## config.mk

```make
export PLATFORM = sky130hd
export DESIGN_NAME = rle_multi_enc
export DESIGN_NICKNAME = d
export VERILOG_FILES = /design/src/rtl/rle_pkg.sv /design/src/rtl/rle_reduce.sv /design/src/rtl/rle_align.sv /design/src/rtl/rle_merge.sv /design/src/rtl/rle_outw.sv /design/src/rtl/rle_multi_enc.sv
export SDC_FILE = /design/constraint.sdc
export NUM_CORES = 1
export LEC_CHECK = 0
export ABC_AREA = 1
export BUFFER_PORTS_ARGS = -buffer_cell sky130_fd_sc_hd__clkbuf_2
export CAP_MARGIN = 20
export CORE_MARGIN = 2
export CORE_UTILIZATION = 40
export DETAILED_ROUTE_END_ITERATION = 16
export GPL_TIMING_DRIVEN = 1
export PLACE_DENSITY = 0.59
export REMOVE_ABC_BUFFERS = 1
export SLEW_MARGIN = 25
export SYNTH_ARGS = -nofsm -noshare
export SYNTH_HDL_FRONTEND = slang
export SYNTH_SLANG_ARGS = --single-unit
```

## constraint.sdc

```tcl
create_clock -name clk -period 10.75 [get_ports clk]
set_input_delay 1.6125 -clock clk [delete_from_list [all_inputs] [get_ports clk]]
set_output_delay 1.6125 -clock clk [all_outputs]
set_load 0.02 [all_outputs]
```

## src/rtl/rle_pkg.sv

```systemverilog
package rle_pkg;
  localparam int DEF_SYM_W = 4;
  localparam int DEF_LANES = 4;
  localparam int DEF_CNT_W = 4;
  localparam int DEF_OUT_N = 2;

  function automatic int width_for(input int n);
    return (n < 2) ? 1 : $clog2(n + 1);
  endfunction
endpackage

```

## src/rtl/rle_reduce.sv

```systemverilog
module rle_reduce #(
  parameter int SYM_W = 4,
  parameter int LANES = 4,
  parameter int RW    = 3
) (
  input  logic                            clk,
  input  logic                            rst,
  input  logic                            i_valid,
  output logic                            i_ready,
  input  logic [LANES-1:0][SYM_W-1:0]     i_sym,
  input  logic [LANES-1:0]                i_mask,
  input  logic                            i_last,
  output logic                            o_valid,
  input  logic                            o_ready,
  output logic [LANES-1:0][SYM_W-1:0]     o_sym,
  output logic [LANES-1:0][RW-1:0]        o_cnt,
  output logic [LANES-1:0]                o_mask,
  output logic                            o_last
);
  logic [LANES-1:0]              run_end;
  logic [LANES-1:0][RW-1:0]      run_len;
  logic                          seen;
  logic [SYM_W-1:0]              cur;
  logic [RW-1:0]                 len;
  int                            prev;

  // walk the lanes; a run's pair sits at the lane where the run ends
  always_comb begin
    run_end = '0;
    run_len = '0;
    seen    = 1'b0;
    cur     = '0;
    len     = '0;
    prev    = 0;
    for (int i = 0; i < LANES; i++) begin
      if (i_mask[i]) begin
        if (seen && i_sym[i] == cur) begin
          len           = len + 1'b1;
          run_end[prev] = 1'b0;
        end else begin
          len = RW'(1);
        end
        cur        = i_sym[i];
        run_end[i] = 1'b1;
        run_len[i] = len;
        prev       = i;
        seen       = 1'b1;
      end
    end
  end

  assign i_ready = !o_valid || o_ready;

  always_ff @(posedge clk) begin
    if (rst) begin
      o_valid <= 1'b0;
      o_mask  <= '0;
      o_sym   <= '0;
      o_cnt   <= '0;
      o_last  <= 1'b0;
    end else if (i_ready) begin
      o_valid <= i_valid;
      if (i_valid) begin
        o_sym  <= i_sym;
        o_cnt  <= run_len;
        o_mask <= run_end;
        o_last <= i_last;
      end
    end
  end

  int out_sum;
  always_comb begin
    out_sum = 0;
    for (int i = 0; i < LANES; i++)
      if (o_mask[i]) out_sum = out_sum + int'(o_cnt[i]);
  end

  // the pairs of a beat account for exactly its enabled lanes
  a_r2_lane_total: assert property (@(posedge clk) disable iff (rst)
    (i_valid && i_ready) |=> (out_sum == $past($countones(i_mask))));
endmodule

```

## src/rtl/rle_align.sv

```systemverilog
module rle_align #(
  parameter int SYM_W = 4,
  parameter int LANES = 4,
  parameter int RW    = 3
) (
  input  logic                            clk,
  input  logic                            rst,
  input  logic                            i_valid,
  output logic                            i_ready,
  input  logic [LANES-1:0][SYM_W-1:0]     i_sym,
  input  logic [LANES-1:0][RW-1:0]        i_cnt,
  input  logic [LANES-1:0]                i_mask,
  input  logic                            i_last,
  output logic                            o_valid,
  input  logic                            o_ready,
  output logic [LANES-1:0][SYM_W-1:0]     o_sym,
  output logic [LANES-1:0][RW-1:0]        o_cnt,
  output logic [RW-1:0]                   o_n,
  output logic                            o_last
);
  logic [LANES-1:0][SYM_W-1:0] pk_sym;
  logic [LANES-1:0][RW-1:0]    pk_cnt;
  int                          k;

  always_comb begin
    pk_sym = '0;
    pk_cnt = '0;
    k      = 0;
    for (int i = 0; i < LANES; i++) begin
      if (i_mask[i]) begin
        pk_sym[k] = i_sym[i];
        pk_cnt[k] = i_cnt[i];
        k         = k + 1;
      end
    end
  end

  assign i_ready = !o_valid || o_ready;

  always_ff @(posedge clk) begin
    if (rst) begin
      o_valid <= 1'b0;
      o_sym   <= '0;
      o_cnt   <= '0;
      o_n     <= '0;
      o_last  <= 1'b0;
    end else if (i_ready) begin
      o_valid <= i_valid;
      if (i_valid) begin
        o_sym  <= pk_sym;
        o_cnt  <= pk_cnt;
        o_n    <= RW'(k);
        o_last <= i_last;
      end
    end
  end

  // packing keeps one slot per reduced pair
  a_r1_pack_count: assert property (@(posedge clk) disable iff (rst)
    (i_valid && i_ready) |=> (int'(o_n) == $past($countones(i_mask))));
endmodule

```

## src/rtl/rle_merge.sv

```systemverilog
module rle_merge #(
  parameter int SYM_W = 4,
  parameter int LANES = 4,
  parameter int RW    = 3,
  parameter int CNT_W = 4,
  parameter int EN    = 5,
  parameter int EW    = 3
) (
  input  logic                            clk,
  input  logic                            rst,
  input  logic                            i_valid,
  output logic                            i_ready,
  input  logic [LANES-1:0][SYM_W-1:0]     i_sym,
  input  logic [LANES-1:0][RW-1:0]        i_cnt,
  input  logic [RW-1:0]                   i_n,
  input  logic                            i_last,
  output logic                            o_valid,
  input  logic                            o_ready,
  output logic [EN-1:0][SYM_W-1:0]        o_sym,
  output logic [EN-1:0][CNT_W-1:0]        o_cnt,
  output logic [EW-1:0]                   o_n,
  output logic                            o_last
);
  localparam logic [CNT_W:0] MAXV = {1'b0, {CNT_W{1'b1}}};

  logic                     pv;
  logic [SYM_W-1:0]         ps;
  logic [CNT_W-1:0]         pc;

  logic                     cv;
  logic [SYM_W-1:0]         cs;
  logic [CNT_W:0]           cc, sum;
  logic [EN-1:0][SYM_W-1:0] es;
  logic [EN-1:0][CNT_W-1:0] ec;
  int                       ne;

  always_comb begin
    cv  = pv;
    cs  = ps;
    cc  = {1'b0, pc};
    sum = '0;
    ne  = 0;
    es  = '0;
    ec  = '0;
    for (int i = 0; i < LANES; i++) begin
      if (i < int'(i_n)) begin
        if (cv && i_sym[i] == cs) begin
          sum = cc + (CNT_W+1)'(i_cnt[i]);
          if (sum > MAXV) begin
            es[ne] = cs;
            ec[ne] = MAXV[CNT_W-1:0];
            ne     = ne + 1;
            cc     = sum - MAXV;
          end else begin
            cc = sum;
          end
        end else begin
          if (cv) begin
            es[ne] = cs;
            ec[ne] = cc[CNT_W-1:0];
            ne     = ne + 1;
          end
          cs = i_sym[i];
          cc = (CNT_W+1)'(i_cnt[i]);
          cv = 1'b1;
        end
      end
    end
    if (i_last && cv) begin
      es[ne] = cs;
      ec[ne] = cc[CNT_W-1:0];
      ne     = ne + 1;
    end
  end

  assign i_ready = !o_valid || o_ready;

  always_ff @(posedge clk) begin
    if (rst) begin
      pv      <= 1'b0;
      ps      <= '0;
      pc      <= '0;
      o_valid <= 1'b0;
      o_sym   <= '0;
      o_cnt   <= '0;
      o_n     <= '0;
      o_last  <= 1'b0;
    end else if (i_ready) begin
      o_valid <= i_valid && (ne != 0 || i_last);
      if (i_valid) begin
        pv     <= cv && !i_last;
        ps     <= cs;
        pc     <= cc[CNT_W-1:0];
        o_sym  <= es;
        o_cnt  <= ec;
        o_n    <= EW'(ne);
        o_last <= i_last;
      end
    end
  end

  // a last beat leaves no pending run behind
  a_r5_flush_clears: assert property (@(posedge clk) disable iff (rst)
    (i_valid && i_ready && i_last) |=> !pv);

  genvar g;
  generate
    for (g = 0; g < EN; g++) begin : g_cnt_chk
      // every emitted pair has a non-zero count
      a_r4_cnt_nonzero: assert property (@(posedge clk) disable iff (rst)
        (o_valid && g < int'(o_n)) |-> (o_cnt[g] != '0));
    end
  endgenerate
endmodule

```

## src/rtl/rle_outw.sv

```systemverilog
module rle_outw #(
  parameter int SYM_W = 4,
  parameter int CNT_W = 4,
  parameter int EN    = 5,
  parameter int EW    = 3,
  parameter int OUT_N = 2
) (
  input  logic                            clk,
  input  logic                            rst,
  input  logic                            i_valid,
  output logic                            i_ready,
  input  logic [EN-1:0][SYM_W-1:0]        i_sym,
  input  logic [EN-1:0][CNT_W-1:0]        i_cnt,
  input  logic [EW-1:0]                   i_n,
  input  logic                            i_last,
  output logic                            o_valid,
  input  logic                            o_ready,
  output logic [OUT_N-1:0][SYM_W-1:0]     o_sym,
  output logic [OUT_N-1:0][CNT_W-1:0]     o_cnt,
  output logic [OUT_N-1:0]                o_vld,
  output logic                            o_last
);
  logic [EN-1:0][SYM_W-1:0] bs;
  logic [EN-1:0][CNT_W-1:0] bc;
  logic [EW-1:0]            bn;
  logic                     bl;
  logic                     gv;
  logic [EW-1:0]            idx;
  logic                     final_chunk;

  assign final_chunk = (int'(idx) + OUT_N) >= int'(bn);
  assign i_ready     = !gv || (o_ready && final_chunk);

  always_ff @(posedge clk) begin
    if (rst) begin
      gv  <= 1'b0;
      idx <= '0;
      bs  <= '0;
      bc  <= '0;
      bn  <= '0;
      bl  <= 1'b0;
    end else begin
      if (gv && o_ready) begin
        if (final_chunk) gv <= 1'b0;
        else             idx <= idx + EW'(OUT_N);
      end
      if (i_valid && i_ready) begin
        gv  <= 1'b1;
        idx <= '0;
        bs  <= i_sym;
        bc  <= i_cnt;
        bn  <= i_n;
        bl  <= i_last;
      end
    end
  end

  always_comb begin
    o_sym = '0;
    o_cnt = '0;
    o_vld = '0;
    for (int k = 0; k < OUT_N; k++) begin
      if (gv && (int'(idx) + k) < int'(bn) && (int'(idx) + k) < EN) begin
        o_vld[k] = 1'b1;
        o_sym[k] = bs[int'(idx) + k];
        o_cnt[k] = bc[int'(idx) + k];
      end
    end
  end

  assign o_valid = gv;
  assign o_last  = gv && bl && final_chunk;

  // a stalled beat is held unchanged
  a_r7_hold_stall: assert property (@(posedge clk) disable iff (rst)
    (o_valid && !o_ready) |=> (o_valid && $stable(o_sym) && $stable(o_cnt)
                               && $stable(o_vld) && $stable(o_last)));
  // valid slots are contiguous from slot 0
  a_r8_low_slots: assert property (@(posedge clk) disable iff (rst)
    o_valid |-> ((o_vld & (o_vld + 1'b1)) == '0));
endmodule

```

## src/rtl/rle_multi_enc.sv

```systemverilog
module rle_multi_enc
  import rle_pkg::*;
#(
  parameter int SYM_W = DEF_SYM_W,
  parameter int LANES = DEF_LANES,
  parameter int CNT_W = DEF_CNT_W,
  parameter int OUT_N = DEF_OUT_N
) (
  input  logic                     clk,
  input  logic                     rst,
  input  logic                     in_valid,
  output logic                     in_ready,
  input  logic [LANES*SYM_W-1:0]   in_sym,
  input  logic [LANES-1:0]         in_lane_vld,
  input  logic                     in_last,
  output logic                     out_valid,
  input  logic                     out_ready,
  output logic [OUT_N*SYM_W-1:0]   out_sym,
  output logic [OUT_N*CNT_W-1:0]   out_cnt,
  output logic [OUT_N-1:0]         out_pair_vld,
  output logic                     out_last
);
  localparam int RW = width_for(LANES);
  localparam int EN = LANES + 1;
  localparam int EW = width_for(EN);

  logic [LANES-1:0][SYM_W-1:0] s0_sym;
  assign s0_sym = in_sym;

  logic                        r_v, r_rdy, r_last;
  logic [LANES-1:0][SYM_W-1:0] r_sym;
  logic [LANES-1:0][RW-1:0]    r_cnt;
  logic [LANES-1:0]            r_mask;

  logic                        a_v, a_rdy, a_last;
  logic [LANES-1:0][SYM_W-1:0] a_sym;
  logic [LANES-1:0][RW-1:0]    a_cnt;
  logic [RW-1:0]               a_n;

  logic                        m_v, m_rdy, m_last;
  logic [EN-1:0][SYM_W-1:0]    m_sym;
  logic [EN-1:0][CNT_W-1:0]    m_cnt;
  logic [EW-1:0]               m_n;

  logic [OUT_N-1:0][SYM_W-1:0] w_sym;
  logic [OUT_N-1:0][CNT_W-1:0] w_cnt;

  rle_reduce #(.SYM_W(SYM_W), .LANES(LANES), .RW(RW)) u_reduce (
    .clk(clk), .rst(rst),
    .i_valid(in_valid), .i_ready(in_ready), .i_sym(s0_sym),
    .i_mask(in_lane_vld), .i_last(in_last),
    .o_valid(r_v), .o_ready(r_rdy), .o_sym(r_sym), .o_cnt(r_cnt),
    .o_mask(r_mask), .o_last(r_last));

  rle_align #(.SYM_W(SYM_W), .LANES(LANES), .RW(RW)) u_align (
    .clk(clk), .rst(rst),
    .i_valid(r_v), .i_ready(r_rdy), .i_sym(r_sym), .i_cnt(r_cnt),
    .i_mask(r_mask), .i_last(r_last),
    .o_valid(a_v), .o_ready(a_rdy), .o_sym(a_sym), .o_cnt(a_cnt),
    .o_n(a_n), .o_last(a_last));

  rle_merge #(.SYM_W(SYM_W), .LANES(LANES), .RW(RW), .CNT_W(CNT_W),
              .EN(EN), .EW(EW)) u_merge (
    .clk(clk), .rst(rst),
    .i_valid(a_v), .i_ready(a_rdy), .i_sym(a_sym), .i_cnt(a_cnt),
    .i_n(a_n), .i_last(a_last),
    .o_valid(m_v), .o_ready(m_rdy), .o_sym(m_sym), .o_cnt(m_cnt),
    .o_n(m_n), .o_last(m_last));

  rle_outw #(.SYM_W(SYM_W), .CNT_W(CNT_W), .EN(EN), .EW(EW),
             .OUT_N(OUT_N)) u_outw (
    .clk(clk), .rst(rst),
    .i_valid(m_v), .i_ready(m_rdy), .i_sym(m_sym), .i_cnt(m_cnt),
    .i_n(m_n), .i_last(m_last),
    .o_valid(out_valid), .o_ready(out_ready), .o_sym(w_sym), .o_cnt(w_cnt),
    .o_vld(out_pair_vld), .o_last(out_last));

  assign out_sym = w_sym;
  assign out_cnt = w_cnt;

  // pipeline empty and accepting right after reset
  a_r9_reset_idle: assert property (@(posedge clk)
    rst |=> (!out_valid && in_ready));
endmodule

```

# Yosys cells after proc, flatten, opt, wreduce, memory -nomap -nowiden
# Cells that the tools add are included.
word_totals:
  wordCells: 339
  inputBits: 25
  regBits: 169
  output_inout_bits: 21
op_classes:
  addsub: 21
  mux: 171
  reduce_logical: 47
  magnitude_cmp: 33
  eq_ne: 7
  bitwise: 8
ops:
  columns: ["op", "count"]
  rows:
  - ["two-way mux 32 bit", 17]
  - ["two-way mux 20 bit", 26]
  - [">= comparator 32 x 1 -> 1 bit (second input constant)", 6]
  - ["two-way mux 4 bit", 43]
  - ["adder 32 x 2 -> 32 bit (second input constant)", 5]
  - ["bitwise mux 20 bit", 8]
  - ["less-than comparator 32 x 5 -> 1 bit (second input constant)", 5]
  - ["less-than comparator 32 x 4 -> 1 bit (second input constant)", 3]
  - ["binary-select mux 4 bit (select 3 bit)", 4]
  - ["bitwise mux 16 bit", 3]
  - ["demux 4 bit (select 3 bit)", 4]
  - ["two-way mux 16 bit", 3]
  - ["two-way mux 5 bit", 9]
  - ["two-way mux 3 bit", 14]
  - ["bitwise OR 20 bit", 2]
  - ["bitwise mux 12 bit", 3]
  - ["two-way mux 12 bit", 3]
  - [">= comparator 32 x 4 -> 1 bit", 1]
  - ["less-than comparator 32 x 4 -> 1 bit", 1]
  - ["nonzero test 32 bit", 1]
  - ["equality test 4 bit", 7]
  - ["logical AND 1 bit", 28]
  - ["demux 4 bit (select 2 bit)", 3]
  - ["two-way mux 1 bit", 24]
  - ["33 further kinds", 64]

# Logic depth before layout (Yosys ltp)
depth:
  depth_word: 26
  mapped_depth: 68
  mapped_depth_nobuf: 67

# By module
# Synthesis repeated with hierarchy kept, for this count alone.
unflattened:
  cells_unflattened: 2184
  hier_area_um2: 13192.7
modules_own_cells:
  columns: ["mod", "cells_each", "seq_area_each_um2", "n_inst", "area_per_inst_um2"]
  rows:
  - ["rle_merge", 1132, 1081.0, 1, 6588.8]
  - ["rle_outw", 480, 940.9, 1, 2875.3]
  - ["rle_align", 333, 660.6, 1, 2098.3]
  - ["rle_reduce", 239, 620.6, 1, 1630.3]

# Least setup slack after synthesis
# Ideal clock, no wire load.
synth_path:
  path_type: "reg2reg"
  from: "register u_align.o_cnt[0] (netlist name)"
  to: "register u_merge.o_valid"
  path_stages_with_launch: 59
  required_ns: 10.618
  setup_time_ns: 0.132
  t_arrival_ns: 9.002
  period_less_slack_ns: 9.134
  path_slack_ns: 1.616
  path_buffers: 1
  cell_sequence: "dfxtp_1 > ha_1 > fa_1 > ha_1 > inv_1 > nor3_1 > ha_1 > nor2_1 > nand3_1 > nand2_1 > xnor2_1 > nand2_1 > nand2_1 > inv_1 > ha_1 > inv_1 > fa_1 > or2_2 > [23 not listed] > o21ai_0 > nand2_1 > ha_1 > inv_1 > fa_1 > inv_1 > ha_1 > nor4_1 > nand3_4 > nand3_1 > nand3_1 > nand2_2 > inv_1 > ha_1 > o21ai_0 > nand3_1 > nand2_1 > a21oi_1"
synth_between:
  elab_chain_len: 25
  elab_cells_between_ends: 43
  cone_classes: "add/sub (11); order compare (4); mux (25); reduce/logical (3)"
synth_rtl:
  columns: ["element", "line", "rtl"]
  rows:
  - ["from (decl)", "rle_align.sv:17", "output logic [LANES-1:0][RW-1:0] o_cnt,"]
  - ["from (signal assigned)", "rle_align.sv:51", "o_cnt <= pk_cnt;"]
  - ["adder 4 x 3 -> 5 bit", "rle_merge.sv:48", "sum = cc + (CNT_W+1)'(i_cnt[i]);"]
  - ["subtractor 5 x 4 -> 5 bit or > comparator 5 x 4 -> 1 bit (tied branches)", "rle_merge.sv:53, rle_merge.sv:49", null]
  - ["two-way mux 5 bit", "rle_merge.sv:49", "if (sum > MAXV) begin"]
  - ["two-way mux 5 bit", "rle_merge.sv:47", "if (cv && i_sym[i] == cs) begin"]
  - ["two-way mux 5 bit", "rle_merge.sv:46", "if (i < int'(i_n)) begin"]
  - ["adder 5 x 3 -> 5 bit", "rle_merge.sv:48", null]
  - ["subtractor 5 x 4 -> 5 bit or > comparator 5 x 4 -> 1 bit (tied branches)", "rle_merge.sv:53, rle_merge.sv:49", null]
  - ["two-way mux 5 bit", "rle_merge.sv:49", null]
  - ["[9 not listed]", null, null]
  - ["two-way mux 32 bit", "rle_merge.sv:49", null]
  - ["two-way mux 32 bit", "rle_merge.sv:47", null]
  - ["two-way mux 32 bit (*)", "rle_merge.sv:46", null]
  - ["adder 32 x 2 -> 32 bit", "rle_merge.sv:72", "ne = ne + 1;"]
  - ["two-way mux 32 bit (*)", "rle_merge.sv:69", "if (i_last && cv) begin"]
  - ["nonzero test 32 bit (*)", "rle_merge.sv:89", "o_valid <= i_valid && (ne != 0 || i_last);"]
  - ["logical OR 1 bit (*)", "rle_merge.sv:89", null]
  - ["logical AND 1 bit (*)", "rle_merge.sv:89", null]
  - ["to (signal assigned)", "rle_merge.sv:89", null]
  - ["to (decl)", "rle_merge.sv:17", "output logic o_valid,"]
# Mark *: on every way between the ends. The rest lies on a longest branch, timed or not.
# A chain may end at the register's enable or synchronous reset.

# Final worst setup path
# Same ends and word-level chain as after synthesis.

==> impl_metrics.tcl <==
set metrics [dict create \
    dieHeight_microns 177 \
    dr.pass1.iters 5 \
    rows 63 \
    required_ns 11.04 \
    grt_first_pass_wirelength_microns 60400 \
    worst_slack_ns 0.733 \
    power_density_mw_per_mm2 132 \
    antenna_left 0 \
    tns_ns 0 \
    routedWlPerCell_microns 16.2 \
    portBuffers 45 \
    slew_violations 0 \
    vias_per_cell 5.31 \
    worst_pin_slew_ns 0.945 \
    setup_viol 0 \
    critical_path_class "reg2reg" \
    dp_hpwl_microns 29500 \
    leakage_nw 5.78 \
    cts_num_sinks 165 \
    synth_cell_types 53 \
    max_freq_ghz 0.0998 \
    initial_core_util 0.404 \
    cts_made_buffers 17 \
    start_kind "flip-flop" \
    drv_cap 0 \
    die_x_microns 177 \
    synth_edf_count 0 \
    antenna_found_initial 0 \
    skew_ns 0.0116 \
    yosys-top-cells-area "dfxtp_1, nand2_1, o21ai_0, a21oi_1, inv_1" \
    period_needed_ns 10.02 \
    crit_family "adder cells" \
    post-route-period-util 0.932 \
    path_max_fanout 21 \
    finalHoldViolations 0 \
    cp.arrival_ns 10.30 \
    hold_buffers 0 \
    clk_pin_slew_ns 0.07 \
    n_fill_cell 3236 \
    yosys_warnings 0 \
    synthesis.area_sq_mm 0.0119 \
    clk_latency_ns 0.44 \
    yosysSeqAreaShare 0.278 \
    num-nets-final 2009 \
    hp-class "reg2reg" \
    crit_path_end_kind "flip-flop" \
    drc_errors 0 \
    critPathMaxStageDelay_ns 0.56 \
    fin_util 0.443 \
    relSlewSlack 0.370 \
    clockBufferDepth 2 \
    crit_slowest_cell "fa_1" \
    synth.most_common_cell "nand2_1" \
    yosysTopAreaCell "dfxtp_1" \
    wl_microns 38000 \
    cts_tree "built" \
    final_area_sq_mm 0.0131 \
    cp_common_cell "nand2_1" \
    final_layout_size_suffix_gt1_frac 0.0815 \
    ir_drop_uv 92.1 \
    synthToLayoutAreaGrowth_pct 9.79 \
    ys_seq_elements 165 \
    diodes 0 \
    boundaryPins 46 \
    grt_max_degree 80 \
    place_congestion 0.972 \
    first_iter_violations 903 \
    syn_area_per_cell_sq_um 6.15 \
    syn-instance-count 1936 \
    placed_area_sq_mm 0.0124 \
    grt_usage 0.245 \
    place_ws_ns 0.499 \
    fp.dieArea_sq_mm 0.0312 \
    grt_overflow 0 \
    ys_async_sr_fraction 0 \
    hold_ws_ns 0.457 \
    vias 12432 \
    core_sq_mm 0.0295 \
    cts_root_buffer "clkbuf_16" \
    grt_pass1_vias 11388 \
    cts_max_level 4 \
    netlist.area_leader.share 0.278 \
    status "completed" \
    synth_top_cells_by_count "nand2_1, inv_1, o21ai_0" \
    synth_ff_type "dfxtp_1" \
    path_buf_inv 11 \
]
area by class of cell:
cell class / count / area, sq um / area share
Tap cell: 390 / 488 / 0.0373
Inverter: 258 / 968 / 0.0741
Clock buffer: 17 / 425 / 0.0326
Timing Repair Buffer: 63 / 373 / 0.0285
Sequential cell: 165 / 3300 / 0.253
Clock inverter: 15 / 165 / 0.0126
Multi-Input combinational cell: 1432 / 7340 / 0.562
power by group:
group | total, mW | switching (mW) | leakage [nW] | internal (mW)
Sequential | 0.655 | 0.0200 | 1.34 | 0.635
Clock | 0.617 | 0.288 | 0.277 | 0.329
Combinational | 0.450 | 0.320 | 4.16 | 0.129
Total | 1.72 | 0.628 | 5.78 | 1.09
layout by cell type (no fill, tap or decap), types with 14 or more instances in the layout:
master     count
a21oi_1      188
a31oi_1       14
buf_4         17
clkbuf_16     17
clkbuf_2      45
dfxtp_1      164
ha_1          42
inv_1        247
nand2_1      501
nand2_2       14
nand3_1      160
nor2_1       130
o211ai_1      19
o21ai_0      205
o22ai_1       23
xnor2_1       17
kinds of logic after synthesis:
family,synth area share
AO/OA/AOI/OAI,0.230
XOR/XNOR,0.0169
adder cells (fa/ha/maj),0.0526
buffers and inverters,0.110
flip-flops,0.278
AND/OR/NAND/NOR,0.313
tightest hold or removal path: stages, from the launching register on:
cell and delay, ns:
dfxtp_1 0.30, inv_1 0.06, a21oi_1 0.05
layer usage:
layer / vias to the layer above / routed length [microns] / track usage
met3: 74 / 1600 / 0.0312
met4: 0 / 1440 / 0.108
met2: 300 / 18500 / 0.426
li1: 6389 / - / -
met1: 5669 / 16400 / 0.301
met5: - / 0 / 0
metrics by stage:
| stage | cells | total power [mW] |
|---|---|---|
| final | 2340 | 1.72 |
| after global routing | 2340 | 1.82 |
| after CTS | 2337 | 1.73 |
| after detailed placement | 2305 | 1.10 |
| after global placement | 2305 | 1.10 |
| after floorplan | 1855 | 0.961 |
sequential cells by signal (all words and copies together) (netlist names), 2 cells and up:
signal / cells
u_outw.bs: 20
u_align.o_cnt: 12
u_align.o_n: 3
u_merge.pc: 4
u_outw.bc: 20
u_merge.ps: 4
u_align.o_sym: 16
u_reduce.o_mask: 4
u_merge.o_sym: 20
u_reduce.o_cnt: 9
u_merge.o_cnt: 20
u_reduce.o_sym: 16
u_merge.o_n: 3
u_outw.idx: 2
u_outw.bn: 3
timing repair:
action | 4_1_cts | 5_1_grt
setup endpoints to repair | 0 | 45
resized for setup | 0 | 7
buffers inserted | 0 | 3
path summary, 6_finish.rpt:
check / startpoint / to / slack [ns] / cells past startpoint
setup / recovery: u_align.o_cnt[0]$_SDFFE_PP0P_ / u_merge.o_valid$_SDFFE_PP0P_ / 0.73 / 57
hold / removal: u_outw.bc[7]$_SDFFE_PP0P_ / u_outw.bc[7]$_SDFFE_PP0P_ / 0.46 / 2
setup reg to reg: u_align.o_cnt[0]$_SDFFE_PP0P_ / u_merge.o_valid$_SDFFE_PP0P_ / 0.73 / 57
hold reg to reg: u_outw.bc[7]$_SDFFE_PP0P_ / u_outw.bc[7]$_SDFFE_PP0P_ / 0.46 / 2
Power figures use the tool's default switching activity.
